$ cat config.mk
export PLATFORM = sky130hd
export DESIGN_NAME = acc_cpu
export DESIGN_NICKNAME = d
export VERILOG_FILES = /design/src/rtl/acc_cpu_pkg.sv /design/src/rtl/acc_mem.sv /design/src/rtl/acc_ctrl.sv /design/src/rtl/acc_datapath.sv /design/src/rtl/acc_cpu.sv
export SDC_FILE = /design/constraint.sdc
export NUM_CORES = 1
export LEC_CHECK = 0
export BUFFER_PORTS_ARGS = -buffer_cell sky130_fd_sc_hd__buf_4
export CAP_MARGIN = 20
export CORE_ASPECT_RATIO = 1.25
export CORE_MARGIN = 1
export CORE_UTILIZATION = 30
export DETAILED_ROUTE_END_ITERATION = 8
export PLACE_DENSITY = 0.46
export SLEW_MARGIN = 20
export SYNTH_ARGS = -nofsm -noshare
export SYNTH_HDL_FRONTEND = slang
export SYNTH_SLANG_ARGS = --single-unit
$ cat constraint.sdc
create_clock -name clk -period 11.12 [get_ports clk]
set_clock_uncertainty 0.15 [all_clocks]
set_input_delay 1.112 -clock clk [delete_from_list [all_inputs] [get_ports clk]]
set_output_delay 1.112 -clock clk [all_outputs]
set_load 0.02 [all_outputs]
$ cat src/rtl/acc_cpu_pkg.sv
package acc_cpu_pkg;

  typedef enum logic [2:0] {
    ST_FETCH = 3'b000,
    ST_OPND  = 3'b001,
    ST_WRACC = 3'b010,
    ST_LDACC = 3'b011,
    ST_ADD   = 3'b100,
    ST_WRDM  = 3'b101,
    ST_TRAP  = 3'b110,
    ST_TRAP2 = 3'b111
  } state_e;

  typedef enum logic [1:0] {
    OP_LD  = 2'b00,
    OP_ST  = 2'b01,
    OP_ADD = 2'b10,
    OP_BAD = 2'b11
  } op_e;

  localparam int OP_W = 2;

endpackage

$ cat src/rtl/acc_mem.sv
module acc_mem #(
  parameter int WIDTH  = 8,
  parameter int ADDR_W = 6
) (
  input  logic              clk,
  input  logic              we,
  input  logic [ADDR_W-1:0] waddr,
  input  logic [WIDTH-1:0]  wdata,
  input  logic [ADDR_W-1:0] raddr_a,
  output logic [WIDTH-1:0]  rdata_a,
  input  logic [ADDR_W-1:0] raddr_b,
  output logic [WIDTH-1:0]  rdata_b
);
  localparam int DEPTH = 1 << ADDR_W;

  logic [WIDTH-1:0] mem_q [DEPTH];

  always_ff @(posedge clk) begin
    if (we) mem_q[waddr] <= wdata;
  end

  assign rdata_a = mem_q[raddr_a];
  assign rdata_b = mem_q[raddr_b];

endmodule

$ cat src/rtl/acc_ctrl.sv
module acc_ctrl
  import acc_cpu_pkg::*;
(
  input  logic   clk,
  input  logic   rst,
  input  op_e    opcode,
  output state_e state_q,
  output logic   acc_we,
  output logic   dm_we,
  output logic   mux_sel,
  output logic   ir_load,
  output logic   opnd_load,
  output logic   sum_load,
  output logic   instr_done,
  output logic   err
);
  state_e state_d;

  always_comb begin
    state_d = state_q;
    unique case (state_q)
      ST_FETCH: state_d = ST_OPND;
      ST_OPND: begin
        unique case (opcode)
          OP_LD:   state_d = ST_LDACC;
          OP_ST:   state_d = ST_WRDM;
          OP_ADD:  state_d = ST_ADD;
          default: state_d = ST_TRAP;
        endcase
      end
      ST_ADD:   state_d = ST_WRACC;
      ST_LDACC: state_d = ST_FETCH;
      ST_WRACC: state_d = ST_FETCH;
      ST_WRDM:  state_d = ST_FETCH;
      default:  state_d = state_q;
    endcase
  end

  always_ff @(posedge clk) begin
    if (rst) state_q <= ST_FETCH;
    else     state_q <= state_d;
  end

  // Moore outputs: decoded from state alone
  always_comb begin
    acc_we     = 1'b0;
    dm_we      = 1'b0;
    instr_done = 1'b0;
    unique case (state_q)
      ST_LDACC: begin acc_we = 1'b1; instr_done = 1'b1; end
      ST_WRACC: begin acc_we = 1'b1; instr_done = 1'b1; end
      ST_WRDM:  begin dm_we  = 1'b1; instr_done = 1'b1; end
      default: ;
    endcase
  end

  assign mux_sel   = state_q[0];
  assign ir_load   = (state_q == ST_FETCH);
  assign opnd_load = (state_q == ST_OPND);
  assign sum_load  = (state_q == ST_ADD);
  assign err       = state_q[2] & state_q[1];

  p_fetch_next_r5: assert property (@(posedge clk) disable iff (rst)
    state_q == ST_FETCH |=> state_q == ST_OPND);
  p_add_next_r5: assert property (@(posedge clk) disable iff (rst)
    state_q == ST_ADD |=> state_q == ST_WRACC);
  p_trap_sticky_r7: assert property (@(posedge clk) disable iff (rst)
    err |=> err && !acc_we && !dm_we);
  p_we_excl_r6: assert property (@(posedge clk) disable iff (rst)
    !(acc_we && dm_we));
  p_done_return_r9: assert property (@(posedge clk) disable iff (rst)
    instr_done |=> state_q == ST_FETCH);

endmodule

$ cat src/rtl/acc_datapath.sv
module acc_datapath #(
  parameter int DATA_W = 8,
  parameter int ADDR_W = 6,
  parameter int OP_W   = 2
) (
  input  logic                   clk,
  input  logic                   rst,
  input  logic                   ir_load,
  input  logic                   opnd_load,
  input  logic                   sum_load,
  input  logic                   acc_we,
  input  logic                   mux_sel,
  input  logic [OP_W+ADDR_W-1:0] im_rdata,
  input  logic [DATA_W-1:0]      dm_rdata,
  output logic [ADDR_W-1:0]      pc_q,
  output logic [OP_W-1:0]        ir_op,
  output logic [ADDR_W-1:0]      ir_addr,
  output logic [DATA_W-1:0]      acc_q
);
  localparam int INSTR_W = OP_W + ADDR_W;

  function automatic logic [DATA_W-1:0] wrap_add(input logic [DATA_W-1:0] a,
                                                 input logic [DATA_W-1:0] b);
    return a + b;
  endfunction

  function automatic logic [ADDR_W-1:0] pc_next(input logic [ADDR_W-1:0] p);
    return p + 1'b1;
  endfunction

  logic [INSTR_W-1:0] ir_q;
  logic [DATA_W-1:0]  opnd_q;
  logic [DATA_W-1:0]  sum_q;
  logic [DATA_W-1:0]  acc_src;

  always_ff @(posedge clk) begin
    if (rst) begin
      pc_q   <= '0;
      ir_q   <= '0;
      opnd_q <= '0;
      sum_q  <= '0;
      acc_q  <= '0;
    end else begin
      if (ir_load) begin
        ir_q <= im_rdata;
        pc_q <= pc_next(pc_q);
      end
      if (opnd_load) opnd_q <= dm_rdata;
      if (sum_load)  sum_q  <= wrap_add(acc_q, opnd_q);
      if (acc_we)    acc_q  <= acc_src;
    end
  end

  assign acc_src = mux_sel ? opnd_q : sum_q;
  assign ir_op   = ir_q[INSTR_W-1 -: OP_W];
  assign ir_addr = ir_q[ADDR_W-1:0];

  p_pc_step_r8: assert property (@(posedge clk) disable iff (rst)
    ir_load |=> pc_q == pc_next($past(pc_q)));
  p_pc_hold_r8: assert property (@(posedge clk) disable iff (rst)
    !ir_load |=> $stable(pc_q));
  p_acc_hold_r6: assert property (@(posedge clk) disable iff (rst)
    !acc_we |=> $stable(acc_q));

endmodule

$ cat src/rtl/acc_cpu.sv
module acc_cpu
  import acc_cpu_pkg::*;
#(
  parameter int DATA_W = 8,
  parameter int ADDR_W = 6
) (
  input  logic              clk,
  input  logic              rst,
  input  logic              tp_we,
  input  logic              tp_to_dm,
  input  logic [ADDR_W-1:0] tp_addr,
  input  logic [DATA_W-1:0] tp_wdata,
  input  logic [ADDR_W-1:0] peek_addr,
  output logic [DATA_W-1:0] peek_data,
  output logic [DATA_W-1:0] acc_out,
  output logic [ADDR_W-1:0] pc_out,
  output logic [2:0]        state_out,
  output logic              acc_we,
  output logic              dm_we,
  output logic              mux_sel,
  output logic              instr_done,
  output logic              err
);
  localparam int INSTR_W = OP_W + ADDR_W;

  state_e             state_q;
  logic               ir_load, opnd_load, sum_load;
  logic [OP_W-1:0]    ir_op;
  logic [ADDR_W-1:0]  ir_addr;
  logic [INSTR_W-1:0] im_rdata, im_unused;
  logic [DATA_W-1:0]  dm_rdata;
  logic               im_we, dm_wr;
  logic [ADDR_W-1:0]  dm_waddr;
  logic [DATA_W-1:0]  dm_wdata;

  acc_ctrl u_ctrl (
    .clk(clk), .rst(rst), .opcode(op_e'(ir_op)), .state_q(state_q),
    .acc_we(acc_we), .dm_we(dm_we), .mux_sel(mux_sel), .ir_load(ir_load),
    .opnd_load(opnd_load), .sum_load(sum_load), .instr_done(instr_done),
    .err(err)
  );

  acc_datapath #(.DATA_W(DATA_W), .ADDR_W(ADDR_W), .OP_W(OP_W)) u_dp (
    .clk(clk), .rst(rst), .ir_load(ir_load), .opnd_load(opnd_load),
    .sum_load(sum_load), .acc_we(acc_we), .mux_sel(mux_sel),
    .im_rdata(im_rdata), .dm_rdata(dm_rdata), .pc_q(pc_out),
    .ir_op(ir_op), .ir_addr(ir_addr), .acc_q(acc_out)
  );

  assign im_we    = tp_we & ~tp_to_dm;
  assign dm_wr    = (tp_we & tp_to_dm) | dm_we;
  assign dm_waddr = (tp_we & tp_to_dm) ? tp_addr : ir_addr;
  assign dm_wdata = (tp_we & tp_to_dm) ? tp_wdata : acc_out;

  acc_mem #(.WIDTH(INSTR_W), .ADDR_W(ADDR_W)) u_imem (
    .clk(clk), .we(im_we), .waddr(tp_addr), .wdata(tp_wdata[INSTR_W-1:0]),
    .raddr_a(pc_out), .rdata_a(im_rdata), .raddr_b(tp_addr), .rdata_b(im_unused)
  );

  acc_mem #(.WIDTH(DATA_W), .ADDR_W(ADDR_W)) u_dmem (
    .clk(clk), .we(dm_wr), .waddr(dm_waddr), .wdata(dm_wdata),
    .raddr_a(ir_addr), .rdata_a(dm_rdata), .raddr_b(peek_addr), .rdata_b(peek_data)
  );

  assign state_out = state_q;

  p_reset_state_r1: assert property (@(posedge clk)
    rst |=> state_out == 3'b000 && acc_out == '0 && pc_out == '0);
  p_store_lands_r3: assert property (@(posedge clk) disable iff (rst)
    dm_we && !tp_we |=> u_dmem.mem_q[$past(ir_addr)] == $past(acc_out));

endmodule

==> impl_metrics.csv, run 1 <==
group,metric,value,unit
routing,drt-vias-per-instance,5.233,
yosys,synth_area_per_cell,19.95,um2
finish,layout_common_cells,"edfxtp_1 (1024), mux4_2 (392), nor2_1 (165)",
place,gp_congestion,0.7946,
run_status,status,"complete, no violations",
cts,post-cts-setup-buffers,0,
yosys,synthCells,2305,
sta,period_needed,5617,ps
yosys,ys_ff_latch,1065,
sta,hold_slack,307.3,ps
cts,cts_max_path_buffers,3,
finish,mostFrequentLayoutCell,"edfxtp_1",
floorplanning,ios,54,
cts,tritoncts,"done",
pwr,leakage,15.87,nW
global_route,antenna_found_initial,6,
global_route,grt_max_degree,101,
global_route,track_usage,17.04,%
pwr,clock_power_share,32.4,%
routing,top_layer_used,"met5",
finish,drive_gt1_share,29.63,%
place,post-dp-hpwl,84.03,mm
cts,cts.repair.resized,0,
pwr,power.internal,7.753,mW
yosys,yosysTopAreaCellShare,66.88,%
routing,remaining_drc_errors,0,
yosys,syn_nets,2342,
floorplanning,fp.dieH,439.7,um
yosys,synth_ff_type,"edfxtp_1",
yosys,ys_top_cells_by_area,"edfxtp_1 (67%), mux4_2 (19%), mux2i_1 (2.0%)",
yosys,synthArstFlopShare,0,%
yosys,synth.yosys.warnings,0,
yosys,yosysSeqAreaShare,68.67,%
worst_setup_path,cp_num_buf_inv,3,
routing,ant_nets,0,
routing,wirelength,132.4,mm
worst_setup_path,cp_top_family,"buffers and inverters",
sta,finalHoldViolCount,0,
flow_run,drv_cap,0,
routing,met2_length,68.39,mm
cts,cts_sinks,1065,
sta,relSlewSlack,25.64,%
yosys,synthesis.area,0.04598,mm2
worst_setup_path,slowest_delay,720,ps
worst_setup_path,cp.arrival,4350,ps
finish,area_growth_syn_to_layout,13.69,%
routing,vias,23650,
sta,finalMaxSlewViolations,0,
worst_setup_path,path_class,"in2out",
pwr,switching_share,30.06,%
cts,clk_transition_reported_paths,60,ps
floorplanning,core_area,0.1521,mm2
routing,avgRoutedWirePerCell,29.29,um
sta,clock.fmax,178.0,MHz
cts,ctsHoldBuffers,0,
worst_setup_path,end_kind,"output pin",
worst_setup_path,cpMaxStageDelayCell,"buf_6",
sta,worst_pin_slew,1111,ps
routing,drt-met1-wl,53.83,mm
worst_setup_path,startpoint_type,"primary input",
routing,wl_met3,7.014,mm
finish,n_antenna_cell,0,
floorplanning,rows,160,
cts,root_buffer,"clkbuf_16",
global_route,grt-ovfl-total,0,
sta,finalSetupViolCount,0,
hold_path,hp-class,"reg2reg",
sta,period_share,50.51,%
pwr,peakVddDrop,0.1357,mV
cts,clock_latency,720,ps
yosys,synth_edf_count,1024,
routing,first_iter_violations,1916,
pwr,pwr-share-seq,44.1,%
global_route,grt_pass1_wl,188.8,mm
floorplanning,die_w,352.2,um
floorplanning,initial_core_util,30.22,%
yosys,synth_top_area_cell,"edfxtp_1",
sta,tns,0,ps
pwr,switchingPower,3.332,mW
cts,numCtsBuffers,112,
cts,htreeDepth,3,
routing,first_pass_iters,5,
worst_setup_path,critPathRequiredTime,9860,ps
pwr,power.density,212.1,mW/mm2
place,portBuffers,53,
finish,fin_nets,2434,
yosys,yosysUniqueCellTypes,54,
floorplanning,die_area,0.1548,mm2
global_route,first_global_vias,24990,
worst_setup_path,crit_chain,"buf_6, buf_4, mux4_2, mux4_2, mux2_2, nand2_1, o21ai_1, buf_4",
pwr,combPwrFrac,23.5,%
worst_setup_path,cp_max_fo,86,
sta,rsz0062_at_grt,"false",
## through the flow
stage	cell area, um2	util (%)	worst slack [ps]	instances	power (mW)
3_5_place_dp	48770	32.05	5561	4308	7.630
3_3_place_gp	48730	32.03	5609	4306	7.605
6_report	52270	34.35	5503	4519	11.08
2_1_floorplan	45980	-	6101	2305	6.673
5_1_grt	52270	34.35	5406	4519	11.48
4_1_cts	52250	34.34	5542	4519	11.23
## flip-flops by register name (all words and copies together), names as in the netlist
register,count
u_dmem.mem_q,512
u_imem.mem_q,512
u_dp.acc_q,8
u_dp.ir_q,8
u_dp.opnd_q,8
u_dp.sum_q,8
u_dp.pc_q,6
u_ctrl.state_q,3
## logic make-up (layout without fill, tap and decap cells)
group	count (synthesis)	count (layout)	synth area share (%)
AOI/OAI and AO/OA	161	161	2.455
muxes	518	518	22.83
xor gates and xnor gates	9	9	0.1714
buffers and inverters	159	348	1.883
DFF	1065	1065	68.67
adders and majority gates	13	13	0.3701
and+or+nand+nor	380	380	3.628
## path summary, 6_finish.rpt
path,from,to,slack (ps),depth (start not counted)
max,peek_addr[1],peek_data[7],5500,8
min,u_dp.sum_q[3],u_dp.sum_q[3],310,2
max reg2reg,u_dp.pc_q[0],u_dp.ir_q[2],6840,8
min reg2reg,u_dp.sum_q[3],u_dp.sum_q[3],310,2
## synth_stat cells, drive strengths merged, types with 20 or more instances
cell type     n
o22ai        20
clkbuf       66
edfxtp     1024
o21ai        22
mux2i        90
buf          84
nand2        96
a21oi        25
mux4        416
dfxtp        41
nor2        181
a22oi        26
nand3        23
a211oi       27
## power groups by stage
stage / clock (mW) / combinational, mW / sequential [mW]
finish: 3.59 / 2.61 / 4.89
global route: 3.82 / 2.76 / 4.90
CTS: 3.68 / 2.66 / 4.89
detailed placement: 0 / 2.66 / 4.97
global placement: 0 / 2.63 / 4.97
floorplan: 0 / 1.88 / 4.79
## tightest hold or removal path, delay by kind of cell (launching register included)
kind             cells  cell delay (ps)
AO/OA/AOI/OAI        1               50
flip-flops           1              310
AND/OR/NAND/NOR      1               50
## final cells by class
cell class,count,area (um2)
clock buffer,130,2892
clock inverter,81,588.1
fill,14330,99880
inverter,9,33.78
multi-input combinational,1081,13630
sequential,1065,31590
tap,2025,2534
timing repair buffer,128,996.0
## per-layer routing
metal  vias up  track usage (%)
li1       9918                -
met1     12800            21.52
met2       749            30.11
met3       174            2.606
met4        10            5.028
met5         -                0
No activity file was read; power rests on OpenSTA's default activity.
==> inputs of run 2 (changes only) <==
==> constraint.sdc (replaced) <==
create_clock -name clk -period 5.8 [get_ports clk]
set_clock_uncertainty 0.15 [all_clocks]
set_input_delay 0.58 -clock clk [delete_from_list [all_inputs] [get_ports clk]]
set_output_delay 0.58 -clock clk [all_outputs]
set_load 0.02 [all_outputs]
==> impl_metrics.csv, run 2 (synthesized netlist as in run 1, its figures left out) <==
group,metric,value,unit
worst_setup_path,cpMaxStageDelayCell,"mux4_2",
global_route,grt_max_degree,82,
sta,finalMaxSlewViolations,0,
pwr,pwr-share-seq,42.7,%
sta,clock.fmax,239.4,MHz
sta,rsz0062_at_grt,"false",
pwr,leakage,15.94,nW
pwr,totalPowerFinal,21.76,mW
worst_setup_path,end_kind,"output pin",
place,portBuffers,53,
worst_setup_path,slowest_delay,530,ps
hold_path,hold_path_startpoint,"tp_wdata[6]",
floorplanning,ios,54,
routing,ant_nets,0,
sta,worst_slack,1622,ps
sta,finalSetupViolCount,0,
worst_setup_path,reg2reg_to,"u_dp.opnd_q[2]",
hold_path,whs_path_depth,1,
pwr,switchingPower,6.469,mW
worst_setup_path,cp_num_buf_inv,3,
sta,period_needed,4178,ps
global_route,met2_usage,30.13,%
routing,drt-vias-per-instance,5.235,
global_route,track_usage,16.95,%
cts,tritoncts,"done",
worst_setup_path,path_class,"in2out",
routing,avgRoutedWirePerCell,29.16,um
hold_path,hold_end,"u_imem.mem_q[34][6]",
global_route,antenna_found_initial,9,
worst_setup_path,cp.arrival,3450,ps
pwr,power.density,414.7,mW/mm2
worst_setup_path,reg2reg_depth,6,
pwr,clock_power_share,33.6,%
worst_setup_path,cp_top_family,"multiplexers",
place,preCtsSetupSlack,1595,ps
cts,numCtsBuffers,112,
global_route,grt_pass1_wl,187.2,mm
sta,tns,0,ps
run_status,status,"complete, no violations",
finish,post_layout_nonfiller_instances,4507,
cts,cts_sinks,1065,
finish,mostFrequentLayoutCell,"edfxtp_1",
global_route,grt.met3_usage,2.983,%
floorplanning,core_area,0.1521,mm2
place,dpl_cell_area,0.04871,mm2
cts,clk_transition_reported_paths,60,ps
global_route,grt-ovfl-total,0,
routing,first_pass_iters,5,
hold_path,hp-class,"in2reg",
sta,hold_slack,52.70,ps
pwr,combPwrFrac,23.7,%
pwr,switching_share,29.73,%
pwr,peakVddDrop,0.3135,mV
routing,first_iter_violations,2001,
floorplanning,fp.dieH,439.7,um
finish,reg_top3,"u_dmem.mem_q: 512 flops, u_imem.mem_q: 512 flops",
worst_setup_path,cp_max_fo,40,
cts,post-cts-setup-buffers,0,
finish,layout_common_cells,"edfxtp_1 (1024), mux4_2 (392), nor2_1 (168)",
finish,multi_input_area,0.01362,mm2
sta,worst_pin_slew,1096,ps
finish,utilization,34.48,%
cts,htreeDepth,3,
finish,seqCellArea,0.03159,mm2
place,gp_congestion,0.8105,
cts,clock_latency,740,ps
routing,wirelength,131.4,mm
pwr,power.internal,15.29,mW
global_route,use_met1,20.89,%
floorplanning,die_area,0.1548,mm2
sta,relSlewSlack,26.64,%
finish,fillers,14270,
worst_setup_path,startpoint_type,"primary input",
place,post-dp-hpwl,85.27,mm
floorplanning,die_w,352.2,um
cts,root_buffer,"clkbuf_16",
worst_setup_path,critPathRequiredTime,5070,ps
place,dpl.cell_count,4298,
routing,remaining_drc_errors,0,
cts,cts.repair.resized,0,
finish,drive_gt1_share,29.05,%
worst_setup_path,crit_chain,"clkbuf_8, buf_4, mux4_2, mux4_2, mux2i_1, o21ai_1, buf_4",
sta,period_share,72.03,%
floorplanning,rows,160,
finish,n_antenna_cell,0,
sta,finalHoldViolCount,0,
worst_setup_path,r2r_slack,1890,ps
finish,area_growth_syn_to_layout,14.11,%
global_route,first_global_vias,24720,
global_route,gr-max-usage-layer,"met2",
cts,cts_max_path_buffers,3,
flow_run,drv_cap,0,
finish,fin_nets,2426,
cts,ctsHoldBuffers,0,
worst_setup_path,r2r-start,"u_dp.ir_q[0]",
finish,final_area,0.05246,mm2
floorplanning,initial_core_util,30.22,%
routing,vias,23590,
-- run 2: cell types whose count changed in the layout (fill, tap and decap cells not counted), moves of 3 or more --
cell        before  now
inv_4            0    3
buf_4          124  114
clkbuf_16      113  116
clkbuf_1        17   20
nor2_2          16   13
bufinv_16        5   12
clkinv_2        30   16
nor2_1         165  168
clkinvlp_4       9    3
-- run 2: cell type report --
| type | count | area share (%) |
|---|---|---|
| clock buffers | 137 | 5.702 |
| flip-flops and latches | 1065 | 60.22 |
| well taps | 2025 | 4.829 |
| clock inverters | 70 | 1.402 |
| repair buffers | 120 | 1.832 |
| inverters | 9 | 0.06439 |
| multi-input cells | 1081 | 25.95 |
-- run 2: how the worst max path moves through the flow --
stage,from,slack (ps),to,cells after the start
after floorplan,tp_to_dm,1310,u_dmem.mem_q[0][1],4
after global placement,peek_addr[0],1610,peek_data[2],7
after detailed placement,peek_addr[0],1600,peek_data[2],7
after CTS,peek_addr[0],1600,peek_data[2],7
after global routing,peek_addr[0],1520,peek_data[6],8
final,peek_addr[0],1620,peek_data[0],7
-- run 2: power groups by stage --
stage | combinational (mW) | sequential [mW] | clock [mW]
after floorplan | 3.60 | 9.19 | 0
after global placement | 5.21 | 9.45 | 0
after detailed placement | 5.26 | 9.47 | 0
after CTS | 5.28 | 9.30 | 7.46
after global routing | 5.48 | 9.31 | 7.73
final | 5.16 | 9.28 | 7.32
-- run 2: per-layer routing --
layer / routed length [um] / share of wire (%)
met2: 68470 / 52
met5: 72 / 0.055
met4: 3373 / 2.6
met3: 7228 / 5.5
met1: 52290 / 40
==> inputs of run 3 (changes only) <==
==> constraint.sdc (replaced) <==
create_clock -name clk -period 4.2 [get_ports clk]
set_clock_uncertainty 0.15 [all_clocks]
set_input_delay 0.42 -clock clk [delete_from_list [all_inputs] [get_ports clk]]
set_output_delay 0.42 -clock clk [all_outputs]
set_load 0.02 [all_outputs]
==> impl_metrics.csv, run 3 (synthesized netlist as in run 1, its figures left out) <==
group,metric,value,unit
run_status,status,"complete, no violations",
finish,mostFrequentLayoutCell,"edfxtp_1",
place,dpl.cell_count,4397,
worst_setup_path,reg2reg_depth,6,
place,gp_congestion,0.8151,
sta,period_share,85.17,%
worst_setup_path,slowest_delay,540,ps
worst_setup_path,cpMaxStageDelayCell,"mux4_2",
hold_path,whs_path_depth,3,
worst_setup_path,cpMostUsedCell,"mux4_2",
global_route,antenna_found_initial,5,
routing,ant_nets,0,
routing,drt-vias-per-instance,5.196,
finish,fin_nets,2533,
worst_setup_path,critPathRequiredTime,3630,ps
flow_run,drv_cap,0,
worst_setup_path,crit_chain,"clkbuf_8, buf_12, mux4_2, mux4_2, a22oi_1, nand2_1, buf_4",
sta,clock.fmax,279.5,MHz
cts,tritoncts,"done",
global_route,grt-ovfl-total,0,
floorplanning,ios,54,
sta,relSlewSlack,32.44,%
global_route,grt_max_degree,65,
routing,vias,24020,
floorplanning,rows,160,
routing,first_iter_violations,2368,
finish,drive_gt1_share,31.52,%
global_route,grt_pass1_wl,192.8,mm
hold_path,hp-class,"in2reg",
sta,tns,0,ps
sta,period_needed,3577,ps
pwr,peakVddDrop,0.3987,mV
finish,post_layout_nonfiller_instances,4622,
finish,fillers,14210,
worst_setup_path,end_kind,"output pin",
routing,avgRoutedWirePerCell,29.35,um
routing,remaining_drc_errors,0,
cts,clock_latency,720,ps
place,portBuffers,53,
floorplanning,core_area,0.1521,mm2
cts,numCtsBuffers,115,
cts,cts_sinks,1065,
floorplanning,die_w,352.2,um
floorplanning,die_area,0.1548,mm2
floorplanning,fp.dieH,439.7,um
cts,cts_max_path_buffers,3,
routing,first_pass_iters,5,
global_route,track_usage,17.48,%
place,post-dp-hpwl,92.04,mm
cts,clk_transition_reported_paths,60,ps
finish,area_growth_syn_to_layout,16.28,%
pwr,leakage,16.55,nW
sta,worst_pin_slew,1006,ps
finish,layout_common_cells,"edfxtp_1 (1024), mux4_2 (392), buf_4 (199)",
pwr,power.density,569.8,mW/mm2
worst_setup_path,path_class,"in2out",
sta,finalMaxSlewViolations,0,
cts,htreeDepth,3,
sta,finalHoldViolCount,0,
sta,rsz0062_at_grt,"false",
routing,wirelength,135.6,mm
sta,finalSetupViolCount,0,
worst_setup_path,startpoint_type,"primary input",
cts,post-cts-setup-buffers,0,
floorplanning,initial_core_util,30.22,%
place,preCtsSetupSlack,603.5,ps
global_route,first_global_vias,25490,
cts,root_buffer,"clkbuf_16",
finish,reg_top3,"u_dmem.mem_q: 512 flops, u_imem.mem_q: 512 flops",
worst_setup_path,cp_max_fo,25,
pwr,totalPowerFinal,30.46,mW
sta,worst_slack,622.7,ps
worst_setup_path,cp.arrival,3010,ps
==> run 3: critical path, delay by kind of cell <==
kind	cells	cell delay, ps
AOI/OAI and AO/OA	1	510
buffers and inverters	3	810
muxes	2	1080
and+or+nand+nor	1	130
==> run 3: per-layer routing <==
metal | vias to the layer above | global-route usage [%] | part of all wire (%)
li1 | 10110 | - | -
met1 | 13010 | 21.75 | 40
met2 | 736 | 31.51 | 52
met3 | 164 | 2.432 | 5.3
met4 | 0 | 5.014 | 2.5
met5 | - | 0 | 0
==> run 3: repair_timing <==
| item | in CTS | in global routing |
|---|---|---|
| hold buffers | 7 | 0 |
| hold endpoints to repair | 107 | 0 |
| gates resized for setup | 0 | 0 |
==> run 3: stage by stage <==
| step | area (um2) | hold WS (ps) | util (%) |
|---|---|---|---|
| finish | 53460 | 113.2 | 35.14 |
| global route | 53460 | 105.0 | 35.13 |
| CTS | 53460 | 53.88 | 35.13 |
| detailed placement | 49580 | 299.2 | 32.58 |
| global placement | 49580 | 294.1 | 32.58 |
| floorplan | 45980 | 281.2 | - |
==> run 3: final timing paths <==
check / from / slack (ps) / end
worst max register to register: u_dp.ir_q[0] / 860 / u_dmem.mem_q[35][5]
worst min-delay path: rst / 110 / u_dp.pc_q[5]
worst max-delay path: peek_addr[0] / 620 / peek_data[6]
worst min register to register: u_dp.sum_q[3] / 310 / u_dp.sum_q[3]
==> run 3: area by class of cell <==
| cell class | instances | area, um2 | share of cell area, % |
|---|---|---|---|
| clock buffer | 146 | 3088 | 5.776 |
| sequential | 1065 | 31590 | 59.09 |
| timing repair buffer | 224 | 1909 | 3.572 |
| inverter | 9 | 33.78 | 0.06319 |
| tap | 2025 | 2534 | 4.739 |
| clock inverter | 70 | 720.7 | 1.348 |
| antenna | 2 | 5.005 | 0.009362 |
| multi-input combinational | 1081 | 13580 | 25.40 |
==> run 3: where the power goes <==
part / switching, mW / leakage [nW] / internal [mW] / total [mW]
Combinational: 4.07 / 5.07 / 3.21 / 7.28
Clock: 4.27 / 1.85 / 5.99 / 10.3
Sequential: 0.641 / 9.64 / 12.3 / 12.9
Total: 8.98 / 16.6 / 21.5 / 30.5
